<file path="src/rtl/i2c_cmd_pkg.sv">
package i2c_cmd_pkg;

   localparam logic [3:0] CMD_NOP     = 4'd0;
   localparam logic [3:0] CMD_RD_ACK  = 4'd2;
   localparam logic [3:0] CMD_WR      = 4'd3;
   localparam logic [3:0] CMD_STOP    = 4'd5;
   localparam logic [3:0] CMD_RD_NACK = 4'd6;
   localparam logic [3:0] CMD_START   = 4'd9;

   typedef enum logic [2:0] {
      OP_IDLE,
      OP_START,
      OP_STOP,
      OP_WR,
      OP_RD_ACK,
      OP_RD_NACK
   } op_e;

   typedef struct packed {
      logic legal;
      logic bus;
      op_e  op;
   } cmd_dec_t;

   function automatic cmd_dec_t decode_cmd(input logic [3:0] code);
      cmd_dec_t d;
      d.legal = 1'b1;
      d.bus   = 1'b1;
      d.op    = OP_IDLE;
      case (code)
         CMD_NOP:     d.bus = 1'b0;
         CMD_RD_ACK:  d.op  = OP_RD_ACK;
         CMD_WR:      d.op  = OP_WR;
         CMD_STOP:    d.op  = OP_STOP;
         CMD_RD_NACK: d.op  = OP_RD_NACK;
         CMD_START:   d.op  = OP_START;
         default: begin
            d.legal = 1'b0;
            d.bus   = 1'b0;
         end
      endcase
      return d;
   endfunction

endpackage

</file>
<file path="src/rtl/i2c_qtr_timer.sv">
module i2c_qtr_timer #(
   parameter int QDIV = 400
) (
   input  logic clk,
   input  logic rst_n,
   input  logic clear_i,
   input  logic run_i,
   output logic tick_o
);
   localparam int CW = (QDIV > 1) ? $clog2(QDIV) : 1;
   localparam logic [CW-1:0] LAST = CW'(QDIV - 1);

   logic [CW-1:0] cnt_q;

   assign tick_o = run_i && (cnt_q == LAST);

   always_ff @(posedge clk) begin
      if (!rst_n || clear_i) begin
         cnt_q <= '0;
      end else if (run_i) begin
         cnt_q <= (cnt_q == LAST) ? '0 : cnt_q + 1'b1;
      end
   end

   p_cnt_range_r8: assert property (@(posedge clk) disable iff (!rst_n)
      run_i |=> (cnt_q <= LAST));

endmodule

</file>
<file path="src/rtl/i2c_sda_sync.sv">
module i2c_sda_sync #(
   parameter int STAGES = 2
) (
   input  logic clk,
   input  logic rst_n,
   input  logic d_i,
   output logic q_o
);
   logic [STAGES:0] chain;

   assign chain[0] = d_i;

   for (genvar i = 0; i < STAGES; i++) begin : g_stage
      always_ff @(posedge clk) begin
         if (!rst_n) chain[i+1] <= 1'b1;
         else        chain[i+1] <= chain[i];
      end
   end

   assign q_o = chain[STAGES];

endmodule

</file>
<file path="src/rtl/i2c_byte_engine.sv">
module i2c_byte_engine
   import i2c_cmd_pkg::*;
#(
   parameter int QDIV = 400
) (
   input  logic       clk,
   input  logic       rst_n,
   input  logic       start_i,
   input  op_e        op_i,
   input  logic [7:0] tx_i,
   input  logic       sda_i,
   output logic       busy_o,
   output logic       done_o,
   output logic       rx_load_o,
   output logic       scl_o,
   output logic       sda_o,
   output logic [7:0] rx_o,
   output logic       rx_ack_o,
   output logic       tx_ack_o
);
   localparam int BYTE_BITS = 8;
   localparam logic [3:0] ACK_SLOT = 4'(BYTE_BITS);

   op_e        op_q;
   logic       busy_q;
   logic [1:0] qtr_q;
   logic [3:0] bit_q;
   logic [7:0] sh_q;
   logic [7:0] rx_q;
   logic       rxack_q;
   logic       txack_q;
   logic       scl_q;
   logic       sda_q;
   logic       tick;
   logic       accept;
   logic       is_xfer;
   logic       is_rd;
   logic       last_bit;
   logic       bit_val;

   assign accept   = start_i && !busy_q;
   assign is_rd    = (op_q == OP_RD_ACK) || (op_q == OP_RD_NACK);
   assign is_xfer  = is_rd || (op_q == OP_WR);
   assign last_bit = (bit_q == (is_xfer ? ACK_SLOT : 4'd0));

   always_comb begin
      if (bit_q < ACK_SLOT) begin
         bit_val = (op_q == OP_WR) ? sh_q[~bit_q[2:0]] : 1'b1;
      end else begin
         bit_val = (op_q != OP_RD_ACK);
      end
   end

   i2c_qtr_timer #(.QDIV(QDIV)) u_timer (
      .clk     (clk),
      .rst_n   (rst_n),
      .clear_i (accept),
      .run_i   (busy_q),
      .tick_o  (tick)
   );

   always_ff @(posedge clk) begin
      if (!rst_n) begin
         op_q    <= OP_IDLE;
         busy_q  <= 1'b0;
         qtr_q   <= '0;
         bit_q   <= '0;
         sh_q    <= '0;
         rx_q    <= '0;
         rxack_q <= 1'b0;
         txack_q <= 1'b0;
         scl_q   <= 1'b1;
         sda_q   <= 1'b1;
      end else if (accept) begin
         busy_q  <= 1'b1;
         op_q    <= op_i;
         qtr_q   <= '0;
         bit_q   <= '0;
         sh_q    <= tx_i;
         rxack_q <= 1'b0;
         txack_q <= 1'b0;
         scl_q   <= 1'b0;
      end else if (tick) begin
         qtr_q <= qtr_q + 2'd1;
         case (qtr_q)
            2'd0: begin
               if (op_q == OP_START)     sda_q <= 1'b1;
               else if (op_q == OP_STOP) sda_q <= 1'b0;
               else                      sda_q <= bit_val;
            end
            2'd1: scl_q <= 1'b1;
            2'd2: begin
               if (op_q == OP_START)     sda_q <= 1'b0;
               else if (op_q == OP_STOP) sda_q <= 1'b1;
               if (op_q == OP_WR && bit_q == ACK_SLOT) rxack_q <= ~sda_i;
               if (is_rd && bit_q < ACK_SLOT)          rx_q <= {rx_q[6:0], sda_i};
            end
            default: begin
               if (last_bit) begin
                  busy_q <= 1'b0;
                  op_q   <= OP_IDLE;
                  if (op_q == OP_RD_ACK) txack_q <= 1'b1;
               end else begin
                  bit_q <= bit_q + 4'd1;
                  scl_q <= 1'b0;
               end
            end
         endcase
      end
   end

   assign done_o    = tick && (qtr_q == 2'd3) && last_bit;
   assign rx_load_o = done_o && is_rd;
   assign busy_o    = busy_q;
   assign scl_o     = scl_q;
   assign sda_o     = sda_q;
   assign rx_o      = rx_q;
   assign rx_ack_o  = rxack_q;
   assign tx_ack_o  = txack_q;

   p_sda_quiet_high_r3: assert property (@(posedge clk) disable iff (!rst_n)
      (busy_q && is_xfer && scl_q && $past(scl_q)) |-> $stable(sda_q));

   p_idle_scl_high_r9: assert property (@(posedge clk) disable iff (!rst_n)
      !busy_q |-> scl_q);

   p_done_idle_r8: assert property (@(posedge clk) disable iff (!rst_n)
      done_o |=> !busy_q);

endmodule

</file>
<file path="src/rtl/i2c_cmd_master.sv">
module i2c_cmd_master
   import i2c_cmd_pkg::*;
#(
   parameter int CLK_HZ      = 125_000_000,
   parameter int BIT_HZ      = 78_000,
   parameter int SYNC_STAGES = 2
) (
   input  logic       clk,
   input  logic       rst_n,
   input  logic [7:0] wdata_i,
   input  logic       data_we_i,
   input  logic       ctrl_we_i,
   output logic [7:0] data_o,
   output logic [7:0] status_o,
   output logic       irq_o,
   input  logic       pin_en_i,
   input  logic       sw_scl_oe_i,
   input  logic       sw_sda_oe_i,
   input  logic       sda_i,
   output logic       scl_oe_o,
   output logic       sda_oe_o
);
   localparam int QDIV = CLK_HZ / (4 * BIT_HZ);

   if (QDIV < SYNC_STAGES + 2) begin : g_bad_qdiv
      $error("quarter-bit divider too short for the SDA synchronizer");
   end
   if (SYNC_STAGES < 0) begin : g_bad_sync
      $error("SYNC_STAGES must not be negative");
   end

   cmd_dec_t   dec;
   logic       busy;
   logic       done;
   logic       rx_load;
   logic       scl_lvl;
   logic       sda_lvl;
   logic       sda_sync;
   logic [7:0] rx_byte;
   logic       rx_ack;
   logic       tx_ack;
   logic [7:0] data_q;
   logic       err_q;
   logic       irq_q;

   assign dec = decode_cmd(wdata_i[3:0]);

   i2c_sda_sync #(.STAGES(SYNC_STAGES)) u_sync (
      .clk   (clk),
      .rst_n (rst_n),
      .d_i   (sda_i),
      .q_o   (sda_sync)
   );

   i2c_byte_engine #(.QDIV(QDIV)) u_engine (
      .clk       (clk),
      .rst_n     (rst_n),
      .start_i   (ctrl_we_i && dec.legal && dec.bus),
      .op_i      (dec.op),
      .tx_i      (data_q),
      .sda_i     (sda_sync),
      .busy_o    (busy),
      .done_o    (done),
      .rx_load_o (rx_load),
      .scl_o     (scl_lvl),
      .sda_o     (sda_lvl),
      .rx_o      (rx_byte),
      .rx_ack_o  (rx_ack),
      .tx_ack_o  (tx_ack)
   );

   always_ff @(posedge clk) begin
      if (!rst_n) begin
         data_q <= '0;
         err_q  <= 1'b0;
         irq_q  <= 1'b0;
      end else begin
         irq_q <= done;
         if (ctrl_we_i) err_q <= busy ? 1'b1 : !dec.legal;
         if (rx_load)                 data_q <= rx_byte;
         else if (data_we_i && !busy) data_q <= wdata_i;
      end
   end

   assign data_o   = data_q;
   assign status_o = {err_q, busy, rx_ack, tx_ack, 4'b0000};
   assign irq_o    = irq_q;
   assign scl_oe_o = pin_en_i ? ~scl_lvl : sw_scl_oe_i;
   assign sda_oe_o = pin_en_i ? ~sda_lvl : sw_sda_oe_i;

   p_irq_after_fall_r8: assert property (@(posedge clk) disable iff (!rst_n)
      irq_q |-> (!busy && $past(busy)));

   p_busy_write_flags_r7: assert property (@(posedge clk) disable iff (!rst_n)
      (ctrl_we_i && busy) |=> err_q);

   p_bad_code_r6: assert property (@(posedge clk) disable iff (!rst_n)
      (ctrl_we_i && !busy && !dec.legal) |=> (err_q && !busy));

   p_nop_quiet_r11: assert property (@(posedge clk) disable iff (!rst_n)
      (ctrl_we_i && !busy && wdata_i[3:0] == CMD_NOP) |=> (!err_q && !busy && $stable(sda_lvl)));

endmodule

</file>
<file path="config.mk">
export PLATFORM = sky130hd
export DESIGN_NAME = i2c_cmd_master
export DESIGN_NICKNAME = d
export VERILOG_FILES = /design/src/rtl/i2c_cmd_pkg.sv /design/src/rtl/i2c_qtr_timer.sv /design/src/rtl/i2c_sda_sync.sv /design/src/rtl/i2c_byte_engine.sv /design/src/rtl/i2c_cmd_master.sv
export SDC_FILE = /design/constraint.sdc
export NUM_CORES = 1
export LEC_CHECK = 0
export ABC_AREA = 1
export BUFFER_PORTS_ARGS = -buffer_cell sky130_fd_sc_hd__buf_2
export CORE_UTILIZATION = 30
export CTS_BUF_LIST = sky130_fd_sc_hd__clkbuf_8
export DETAILED_ROUTE_END_ITERATION = 6
export GPL_TIMING_DRIVEN = 0
export HOLD_SLACK_MARGIN = 0.15
export PLACE_DENSITY = 0.59
export SLEW_MARGIN = 30
export SYNTH_ARGS = -nofsm -noshare
export SYNTH_HDL_FRONTEND = slang
export SYNTH_SLANG_ARGS = --single-unit
</file>
<file path="constraint.sdc">
create_clock -name clk -period 1.5 [get_ports clk]
set_input_delay 0.15 -clock clk [delete_from_list [all_inputs] [get_ports clk]]
set_output_delay 0.15 -clock clk [all_outputs]
set_load 0.01 [all_outputs]
</file>
### Word-level counts from Yosys, hierarchy flattened

Cells that the tools add are included.

| operators by class | value |
|---|---|
| reductions and logical operators | 34 |
| order comparisons | 2 |
| mux-type cells | 31 |
| bitwise operators | 8 |
| eq/ne operators | 21 |
| $add $sub $neg | 3 |

Operators with widths:

| cell | number |
|---|---|
| 1-bit 2-to-1 mux | 19 |
| 8-bit 2-to-1 mux | 2 |
| 3-bit case mux with 5 select lines | 1 |
| 3-bit 2-to-1 mux | 4 |
| 3-bit AND reduction | 4 |
| 4-bit AND reduction | 3 |
| 1-bit logical AND | 10 |
| 9-bit by 1-bit adder with 9-bit output, second input constant | 1 |
| 9-bit equality test, second input constant | 1 |
| 9-bit 2-to-1 mux | 1 |
| 4-bit by 2-bit equality test with 1-bit output, second input constant | 2 |
| 4-bit by 3-bit equality test with 1-bit output, second input constant | 2 |
| 4-bit equality test, second input constant | 2 |
| 2-bit nonzero test | 4 |
| 1-bit inverter | 7 |
| 3-bit by 2-bit equality test with 1-bit output, second input constant | 2 |
| 3-bit equality test, second input constant | 2 |
| 3-bit != test, second input constant | 2 |
| 6-bit OR reduction | 1 |
| 5-bit OR reduction | 1 |
| 4-bit by 1-bit adder with 4-bit output, second input constant | 1 |
| 2-bit equality test, second input constant | 2 |
| 4-bit equality test | 1 |
| 4-bit logical NOT | 1 |
| other kinds (16) | 23 |

| storage, ports and cells | value |
|---|---|
| register bits after elaboration | 51 |
| input port bits | 16 |

### Logic depth before layout (Yosys ltp)

Gate-level depths: netlist (run 1).

| logic depth | value |
|---|---|
| word-level depth | 9 |
| mapped depth | 11 |
| gate-level depth less buffers | 10 |

### By module

A second synthesis (run 1) with hierarchy kept.

| unflattened totals | value |
|---|---|
| cell total of the unflattened synthesis | 372 |
| area total of the unflattened synthesis | 2622.5 um^2 |

By module, submodules not included:

| module | times used | area each (um^2) | cells an instance |
|---|---|---|---|
| i2c_byte_engine | 1 | 1447.6 | 202 |
| i2c_cmd_master | 1 | 621.8 | 97 |
| i2c_qtr_timer | 1 | 498.0 | 67 |
| i2c_sda_sync | 1 | 55.1 | 6 |

### Worst setup path before layout (run 1)

No wires, ideal clock.

| timing path | value |
|---|---|
| path type | register -> register |
| start point | reg u_engine.qtr_q[0] |
| end point | reg u_engine.rx_q[0], in the netlist u_engine.rx_o[0] |
| library setup time | 0.116 ns |
| period minus slack after synthesis | 1.550 ns |
| stages on the path, launching flop included | 8 |
| arrival | 1.434 ns |
| data required time | 1.384 ns |
| path slack | -0.050 ns |
| buffers on the path | 0 |
| cell sequence | dfxtp_1 > inv_1 > ha_1 > inv_1 > nor3_2 > nand2_1 > o21ai_0 > nor2_1 |

| between the ends | value |
|---|---|
| cells in the longest elaborated chain, start to end | 2 |

RTL lines:

| item | line | source |
|---|---|---|
| start, declared | i2c_byte_engine.sv:26 | `logic [1:0] qtr_q;` |
| start signal, assigned | i2c_byte_engine.sv:84 | `qtr_q <= qtr_q + 2'd1;` |
| 2-bit equality test | i2c_byte_engine.sv:85 | `case (qtr_q)` |
| 4-bit AND reduction (no line) | - |  |
| end signal, assigned | i2c_byte_engine.sv:96 | `if (is_rd && bit_q < ACK_SLOT) rx_q <= {rx_q[6:0], sda_i};` |
| end, declared | i2c_byte_engine.sv:29 | `logic [7:0] rx_q;` |

No other way between the ends.
A chain may end at the register's enable or synchronous reset.

### Worst setup path after layout (run 1)

| timing path | value |
|---|---|
| start point | reg u_engine.u_timer.cnt_q[0] |
| end point | reg data_q[1], in the netlist data_o[1] |

| between the ends | value |
|---|---|
| cells in the longest elaborated chain, start to end | 6 |
| elaborated cells between the ends (all ways) | 7 |
| those cells by class | eq/ne (1); mux (1); reduce/logical (5) |

RTL lines:

| item | line | source |
|---|---|---|
| start, declared | i2c_qtr_timer.sv:13 | `logic [CW-1:0] cnt_q;` |
| start signal, assigned | i2c_qtr_timer.sv:21 | `cnt_q <= (cnt_q == LAST) ? '0 : cnt_q + 1'b1;` |
| 9-bit equality test (*) | i2c_qtr_timer.sv:15 | `assign tick_o = run_i && (cnt_q == LAST);` |
| 1-bit logical AND (*) | i2c_qtr_timer.sv:15 |  |
| 1-bit logical AND (*) (2 in series) | i2c_byte_engine.sv:112 | `assign done_o = tick && (qtr_q == 2'd3) && last_bit;` |
| 1-bit logical AND (*) | i2c_byte_engine.sv:113 | `assign rx_load_o = done_o && is_rd;` |
| 8-bit 2-to-1 mux or 2-bit nonzero test (tied branches) | - |  |
| end signal, assigned | i2c_cmd_master.sv:80 | `if (rx_load) data_q <= rx_byte;` |
| end signal, assigned | i2c_cmd_master.sv:81 | `else if (data_we_i && !busy) data_q <= wdata_i;` |
| end, declared | i2c_cmd_master.sv:42 | `logic [7:0] data_q;` |

Mark *: on every way between the ends. The rest lies on a longest branch, timed or not.

==> results of run 1 <==
[placed cells by master (no fill, tap or decap), drive strengths merged]
cell type and count:
buf 64, nand4 15, dfxtp 51, nor3 7
xor2 4, clkbuf 9, a22oi 1, nand3b 1
conb 4, o21ai 12, nand3 33, a21oi 34
nand2 93, ha 7, o211ai 1, or2 3
a31o 1, xnor2 1, nor2 54, a31oi 1
inv 28, dlygate4sd3 1, nor3b 1, clkinv 1
[what timing repair did]
| action | 4_1_cts | 5_1_grt |
|---|---|---|
| setup buffers | 13 | 5 |
| pin swaps | 10 | 11 |
| endpoints found under the setup margin | 30 | 43 |
| gates cloned | 1 | 0 |
| gates resized for setup | 37 | 26 |
| endpoints found under the hold margin | 1 | 0 |
| hold buffers | 1 | 0 |
[per-stage QoR]
stage / cells / setup WS (ps) / TNS (ps) / instance area, um^2 / hold slack [ps]
after floorplan: 371 / 1.60 / 0 / 2630 / 257
after global placement: 506 / -264 / -4240 / 2910 / 344
after detailed placement: 506 / -270 / -4800 / 2910 / 345
after CTS: 527 / -5.44 / -8.60 / 3230 / 166
after global routing: 532 / -148 / -1680 / 3350 / 194
final: 532 / -41.1 / -273 / 3350 / 162
[cells in the mapped netlist (all sizes together)]
master,n,area (um^2)
a21oi,34,170
a22oi,1,7.51
a31o,1,8.76
a31oi,1,6.26
buf,15,106
clkbuf,4,15.0
conb,1,3.75
dfxtp,51,1020
ha,7,87.6
inv,28,105
nand2,93,359
nand3,33,205
nand3b,1,7.51
nand4,15,93.8
nor2,54,231
nor3,7,40.0
nor3b,1,7.51
o211ai,1,7.51
o21ai,12,60.1
or2,3,18.8
xnor2,1,8.76
xor2,4,35.0
[logic make-up after synthesis]
logic type / Yosys count / synth area share [%]
compound gates: 50 / 9.99
xor+xnor: 5 / 1.68
fa+ha+maj: 7 / 3.36
buf+inv: 47 / 8.69
flops: 51 / 39.2
other cells: 1 / 0.144
simple gates: 207 / 37.0
[power breakdown]
part | leakage, nW | internal (W) | switching (W) | total, W
sequential | 0.419 | 0.00138 | 0.0000256 | 0.00140
clock | 0.0470 | 0.000363 | 0.000431 | 0.000794
combinational | 1.01 | 0.000104 | 0.000161 | 0.000265
[state kept, by name (all words and copies together), names as in the netlist]
signal                  cells
u_engine.bit_q              4
u_engine.sda_o              1
u_engine.busy_o             1
u_engine.rx_ack_o           1
u_engine.scl_o              1
u_sync.q_o                  1
irq_o                       1
u_engine.qtr_q              2
u_engine.op_q               3
u_engine.u_timer.cnt_q      9
data_o                      8
u_sync.chain                1
u_engine.sh_q               8
err_q                       1
u_engine.tx_ack_o           1
u_engine.rx_o               8
[worst max-delay path, delay by kind of cell (launching register included)]
family / cells / cell delay (ps)
flip-flops: 1 / 370
AND/OR/NAND/NOR: 7 / 720
buffers and inverters: 1 / 180
adder cells (fa/ha/maj): 1 / 160
[layer usage]
metal	global-route usage [%]	wire length, um
met1	17.6	2860
met2	26.5	3000
met3	2.23	164
met4	4.80	92
met5	0	0
[final timing paths]
check | slack [ps] | to | from
worst min-delay path | 160 | err_q | ctrl_we_i
worst max-delay path | -40 | data_o[1] | u_engine.u_timer.cnt_q[0]
worst min register to register | 420 | u_sync.q_o | u_sync.chain[1]
worst max register to register | -40 | data_o[1] | u_engine.u_timer.cnt_q[0]
[layout make-up]
cell class / count / area [um^2]
clock buffers: 6 / 82.6
flip-flops and latches: 51 / 1040
fillers: 858 / 4950
inverters: 28 / 113
plain buffers: 18 / 129
well taps: 105 / 131
multi-input cells: 273 / 1510
clock inverters: 1 / 5.00
repair buffers: 50 / 342
==> impl_metrics.yaml, run 1 <==
run_status:
  status: "finished, violations left"
  violations: "setup timing"
clocking:
  clkLatencyLatePin_ps: 300
  clk_pin_slew_ps: 90
  cts_max_level: 2
  cts_tree: "yes"
  clock_path_buffers: 2
  cts_sinks: 51
  cts_buffers: 5
  cts_root_buffer: "clkbuf_8"
critical_path:
  crit_arrival_ps: 1740
  slowest_stage: "dfxtp_2"
  crit_type: "reg -> reg"
  crit_chain: "ha_4 > nand2_4 > nor2_4 > nand3_4 > nor2_8 > nand3_4 > buf_8 > nor2_4 > nor2_1"
  endpoint_kind: "register"
  cpPeakStageDelay_ps: 370
  r2r_cells: 9
  startpoint_type: "register"
  required_ps: 1700
  cp_max_fo: 5
detailed_routing:
  ant_nets: 0
  drt_pass1_iterations: 4
  wirelength_mm: 6.12
  vias_per_cell: 4.72
  drc: 0
  num_vias: 2510
  wl_per_cell_um: 11.5
  drt_iter0_markers: 102
global_route:
  grt_pass1_wl_mm: 10.6
  antenna_found_initial: 0
  grt_start_max_net_pins: 15
  grt_usage_pct: 14.7
  overflow: 0
  grt_pass1_vias: 2371
power_and_ir_drop:
  finalPower_w: 0.00246
  p_per_area_nw_per_um2: 736
  leakage_nw: 1.48
  peakVddDrop_v: 0.000329
finish:
  utilization_pct: 40.3
  layout-drive-gt1-share_pct: 28.8
  antenna_cells: 0
  nets: 450
  syn_to_final_growth_pct: 28.4
logic_synthesis:
  yosysSeqAreaShare_pct: 39.2
  ys_warn_count: 0
  post_synth_num_cell_types: 32
  synth.avg_cell_area_um2: 7.08
  synthCells: 368
  synth_seq_cells: 51
  syn_area_um2: 2610
timing:
  min_period_ps: 1540
  setup_viol: 9
  fmax_mhz: 649
  rsz0062_at_grt: "true"
  maxSlewViolCount: 0
  hold_viol: 0
  finClkSkew_ps: 9.26
  setup_ws_ps: -41.1
  finalCritPeriodShare_pct: 103
floorplanning:
  start_util_pct: 31.4
  die_area_um2: 9060
  pin_count: 35
  fp-row-count: 33
  core-area_um2: 8300
  die_y_um: 95.2
  floorplan.die.width_um: 95.2
placed_design:
  port-buffer-count: 30
  dp_hpwl_mm: 4.50
  globalplace.congestion: 0.808
worst_hold_path:
  holdPathStages: 3
  holdCritPathClass: "in -> reg"
flow_run:
  drv_cap: 0
(Power assumes the default switching activity.)
==> inputs of run 2 (changes only) <==
Settings changed: CAP_MARGIN set to 20, CELL_PAD_IN_SITES_DETAIL_PLACEMENT set to 1, CELL_PAD_IN_SITES_GLOBAL_PLACEMENT set to 2, PLACE_DENSITY 0.59 to 0.87.
==> run 2 against run 1 <==
Effect of this change: the flow still finishes with violations (setup timing); final area rose by 1.0%; count of clock-buffer cells in the layout fell by 1; non-clock buffer count did not move; routed wire length rose by 23%; highest routed layer unchanged.
==> impl_metrics.yaml, run 2 (synthesized netlist as in run 1, its figures left out) <==
run_status:
  status: "finished, violations left"
  violations: "setup timing"
detailed_routing:
  ant_nets: 0
  wirelength_mm: 7.50
  drc: 0
  vias_per_cell: 4.83
  num_vias: 2572
  drt_pass1_iterations: 4
  drt_iter0_markers: 45
  wl_per_cell_um: 14.1
timing:
  timing.hold.ws_ps: 165
  fin_tns_setup_ps: -1150
  finClkSkew_ps: 7.72
  finalCritPeriodShare_pct: 107
  rsz0062_at_grt: "true"
  min_period_ps: 1610
  hold_viol: 0
  maxSlewViolCount: 0
  setup_ws_ps: -112
  setup_viol: 20
  fmax_mhz: 620
critical_path:
  endpoint_kind: "register"
  crit_chain: "ha_4 > nand2_4 > nor2_4 > nand3_4 > nor2_8 > nand3_4 > buf_8 > nor2_4 > nor2_1"
  crit_arrival_ps: 1830
  crit_type: "reg -> reg"
  required_ps: 1720
  cpPeakStageDelay_ps: 370
  startpoint_type: "register"
  cp_max_fo: 5
  slowest_stage: "dfxtp_2"
finish:
  regMostFlops: "u_engine.u_timer.cnt_q"
  final_common_cell: "nand2_1"
  layout-drive-gt1-share_pct: 31.5
  layout_common_cells: "nand2_1 (81), nor2_1 (41), dfxtp_1 (39)"
  largest_reg_flops: 9
  nFillCells: 1040
  nets: 450
  syn_to_final_growth_pct: 29.8
  antenna_cells: 0
placed_design:
  dp_hpwl_mm: 5.37
  port-buffer-count: 30
  globalplace.congestion: 0.796
clocking:
  clock_path_buffers: 2
  cts_buffers: 5
  cts_max_level: 2
  clk_pin_slew_ps: 100
  cts_root_buffer: "clkbuf_8"
  cts_sinks: 51
  cts_tree: "yes"
  clkLatencyLatePin_ps: 310
power_and_ir_drop:
  power_frac_clock_pct: 32.7
  p_per_area_nw_per_um2: 734
  swShare_pct: 27.0
  combPwrFrac_pct: 10.7
  leakage_nw: 1.47
  internal-power_w: 0.00181
  seq_power_share_pct: 56.6
  switching_power_w: 0.000670
  peakVddDrop_v: 0.000303
worst_hold_path:
  holdCritPathClass: "in -> reg"
global_route:
  grt_usage_pct: 17.3
  grt_pass1_vias: 2615
  grt_start_max_net_pins: 17
  antenna_found_initial: 0
  overflow: 0
  grt_pass1_wl_mm: 12.1
floorplanning:
  fp-row-count: 33
  die_area_um2: 9060
  die_y_um: 95.2
  start_util_pct: 31.4
  floorplan.die.width_um: 95.2
  core-area_um2: 8300
  pin_count: 35
flow_run:
  drv_cap: 0
run 2: changes by cell type in the layout (fill, tap and decap cells not counted), sizes merged:
cell	previous run	this run
clkinv	1	2
clkinvlp	0	1
dlygate4sd3	1	3
buf	64	62
clkbuf	9	8
run 2: layout make-up:
class / count / area (um^2) / share of cell area, %
repair buffers: 50 / 347 / 10.2
well taps: 105 / 131 / 3.88
clock inverters: 3 / 18.8 / 0.555
plain buffers: 18 / 126 / 3.74
flip-flops and latches: 51 / 1040 / 30.7
multi-input cells: 273 / 1540 / 45.6
clock buffers: 5 / 68.8 / 2.03
inverters: 28 / 109 / 3.22
run 2: layer usage:
| metal | wire (um) | share of wire, % | track usage [%] |
|---|---|---|---|
| met2 | 3990 | 53 | 32.6 |
| met3 | 143 | 1.9 | 2.95 |
| met1 | 3230 | 43 | 19.3 |
| met4 | 136 | 1.8 | 5.93 |
| met5 | 0 | 0 | 0 |
run 2: path summary, 6_finish.rpt:
check	start	to	slack [ps]	depth (start not counted)
hold reg to reg	u_sync.chain[1]	u_sync.q_o	430	1
setup reg to reg	u_engine.u_timer.cnt_q[0]	data_o[3]	-110	9
hold / removal	wdata_i[6]	data_o[6]	160	5
setup / recovery	u_engine.u_timer.cnt_q[0]	data_o[3]	-110	9
run 2: per-stage QoR:
step	total power, W	instance area [um^2]	utilization (%)	worst slack, ps	instances
2_1_floorplan	0.00160	2630	-	1.60	371
3_3_place_gp	0.00168	2910	35.1	-317	506
3_5_place_dp	0.00169	2910	35.1	-340	506
4_1_cts	0.00250	3210	38.7	-76.9	528
5_1_grt	0.00260	3380	40.8	-187	533
6_report	0.00248	3380	40.8	-112	533
run 2: power by group through the flow:
stage	combinational, W	sequential, W	clock, W
floorplan	0.000160	0.00144	0
global placement	0.000246	0.00144	0
detailed placement	0.000252	0.00144	0
CTS	0.000261	0.00141	0.000835
global route	0.000299	0.00141	0.000890
finish	0.000265	0.00141	0.000811
run 2: timing repair:
item                                    CTS  global route
gates cloned                              1             0
endpoints found under the hold margin     2             2
resized for setup                        30            39
endpoints found under the setup margin   32            42
hold buffers                              2             1
setup buffers                            12             4
pin swaps                                 8            12
run 2: critical path, delay by kind of cell (launching register included):
kind                       cells  cell delay, ps
adders and majority gates      1             150
buffers and inverters          1             190
DFF                            1             370
and+or+nand+nor                7             790
==> inputs of run 3 (changes only) <==
==> constraint.sdc (replaced) <==
create_clock -name clk -period 1.5 [get_ports clk]
set_input_delay 0.3 -clock clk [delete_from_list [all_inputs] [get_ports clk]]
set_output_delay 0.3 -clock clk [all_outputs]
set_load 0.01 [all_outputs]
==> run 3 against run 2 <==
Effect of this change: the run still ends with setup timing left; total power fell by 0.28%; critical path depth rose by 1; flip-flop and latch count did not move; final area fell by 0.89%; core utilization fell by 0.36 points; highest routed layer unchanged; clock power barely moved; maximum frequency rose by 0.47%; setup slack improved by 7.6 ps; die area did not move; critical endpoint is now data_o[2]; via count fell by 0.66%; largest cell class unchanged; register-to-register slack barely moved; sequential power barely moved.
==> impl_metrics.yaml, run 3 (synthesized netlist as in run 1, its figures left out) <==
run_status:
  status: "finished, violations left"
  violations: "setup timing"
floorplanning:
  fp-row-count: 33
  core-area_um2: 8300
  floorplan.die.width_um: 95.2
  die_area_um2: 9060
  start_util_pct: 31.4
  pin_count: 35
  die_y_um: 95.2
global_route:
  grt_usage_pct: 17.2
  top_usage_layer: "met2"
  met1_usage_pct: 19.2
  overflow: 0
  globalRouteMet2Util_pct: 32.6
  met3_usage_pct: 2.95
  antenna_found_initial: 0
  grt_start_max_net_pins: 17
  grt_pass1_vias: 2610
  grt_pass1_wl_mm: 12.1
finish:
  layout_common_cells: "nand2_1 (81), nor2_1 (41), dfxtp_1 (39)"
  layout-drive-gt1-share_pct: 31.8
  multi_input_area_um2: 1540
  antenna_cells: 0
  largest_reg_flops: 9
  regArea_um2: 1040
  nets: 447
  final_cells: 530
  syn_to_final_growth_pct: 28.6
  nFillCells: 1042
  final_common_cell: "nand2_1"
  utilization_pct: 40.4
  regMostFlops: "u_engine.u_timer.cnt_q"
critical_path:
  crit_arrival_ps: 1860
  endpoint_kind: "register"
  required_ps: 1750
  startpoint_type: "register"
  crit_family: "simple AND/OR/NAND/NOR gates"
  cp_max_fo: 4
  crit_type: "reg -> reg"
  crit_chain: "ha_4 > nand2_4 > nor2_4 > nand3_4 > nor2_8 > nand3_4 > buf_4 > nand3_1 > nand2_1 > nor2_1"
  slowest_stage: "dfxtp_2"
  path_common_cell: "nand3_4"
  crit_buf_inv: 1
  cpPeakStageDelay_ps: 370
detailed_routing:
  wirelength_mm: 7.47
  vias_per_cell: 4.82
  drt_pass1_iterations: 4
  wl_per_cell_um: 14.1
  drt_iter0_markers: 46
  num_vias: 2555
  drc: 0
  ant_nets: 0
timing:
  maxSlewViolCount: 0
  setup_ws_ps: -105
  finClkSkew_ps: 7.73
  hold_viol: 0
  rsz0062_at_grt: "true"
  setup_viol: 20
  fmax_mhz: 623
  fin_tns_setup_ps: -1120
  finalCritPeriodShare_pct: 107
  min_period_ps: 1600
clocking:
  clk_pin_slew_ps: 100
  cts_root_buffer: "clkbuf_8"
  cts_sinks: 51
  cts_tree: "yes"
  clkLatencyLatePin_ps: 310
  cts_max_level: 2
  clock_path_buffers: 2
  cts_hold_buf: 0
  cts_buffers: 5
placed_design:
  port-buffer-count: 30
  dp_cells: 506
  globalplace.congestion: 0.796
  dp_hpwl_mm: 5.37
power_and_ir_drop:
  finalPower_w: 0.00248
  peakVddDrop_v: 0.000304
  p_per_area_nw_per_um2: 738
  leakage_nw: 1.46
flow_run:
  drv_cap: 0
worst_hold_path:
  holdCritPathClass: "in -> reg"
run 3: cell type report:
class | instances | area share [%]
Multi-Input combinational cell | 273 | 46.0
Clock inverter | 3 | 0.560
Timing Repair Buffer | 47 | 9.44
Tap cell | 105 | 3.92
Sequential cell | 51 | 31.0
Inverter | 28 | 3.25
Clock buffer | 5 | 2.05
Buffer | 18 | 3.77
run 3: what timing repair did:
item / 4_1_cts / 5_1_grt
endpoints found under the setup margin: 32 / 42
setup buffers: 12 / 4
pin swaps: 8 / 12
resized for setup: 30 / 39
cloned: 1 / 0
run 3: through the flow:
step / area (um^2) / hold WS, ps / setup WS [ps]
after floorplan: 2630 / 393 / 1.60
after global placement: 2910 / 396 / -317
after detailed placement: 2910 / 413 / -340
after CTS: 3190 / 166 / -76.9
after global routing: 3350 / 167 / -187
final: 3350 / 178 / -105
run 3: per-layer routing:
metal	part of all wire (%)	wire, um	vias up
li1	-	-	1303
met1	43	3240	1214
met2	53	3960	29
met3	1.7	128	9
met4	1.8	137	0
met5	0	0	-
run 3: worst paths after layout:
check	from	end	slack (ps)	depth (start not counted)
worst min register to register	u_sync.chain[1]	u_sync.q_o	430	1
worst max register to register	u_engine.u_timer.cnt_q[0]	data_o[2]	-100	10
worst max-delay path	u_engine.u_timer.cnt_q[0]	data_o[2]	-100	10
worst min-delay path	sda_i	u_sync.chain[1]	180	2
run 3: power breakdown:
group / internal [W] / total (W) / switching (W)
Sequential: 0.00138 / 0.00141 / 0.0000258
Clock: 0.000330 / 0.000812 / 0.000482
Combinational: 0.0000973 / 0.000258 / 0.000160
Total: 0.00181 / 0.00248 / 0.000668
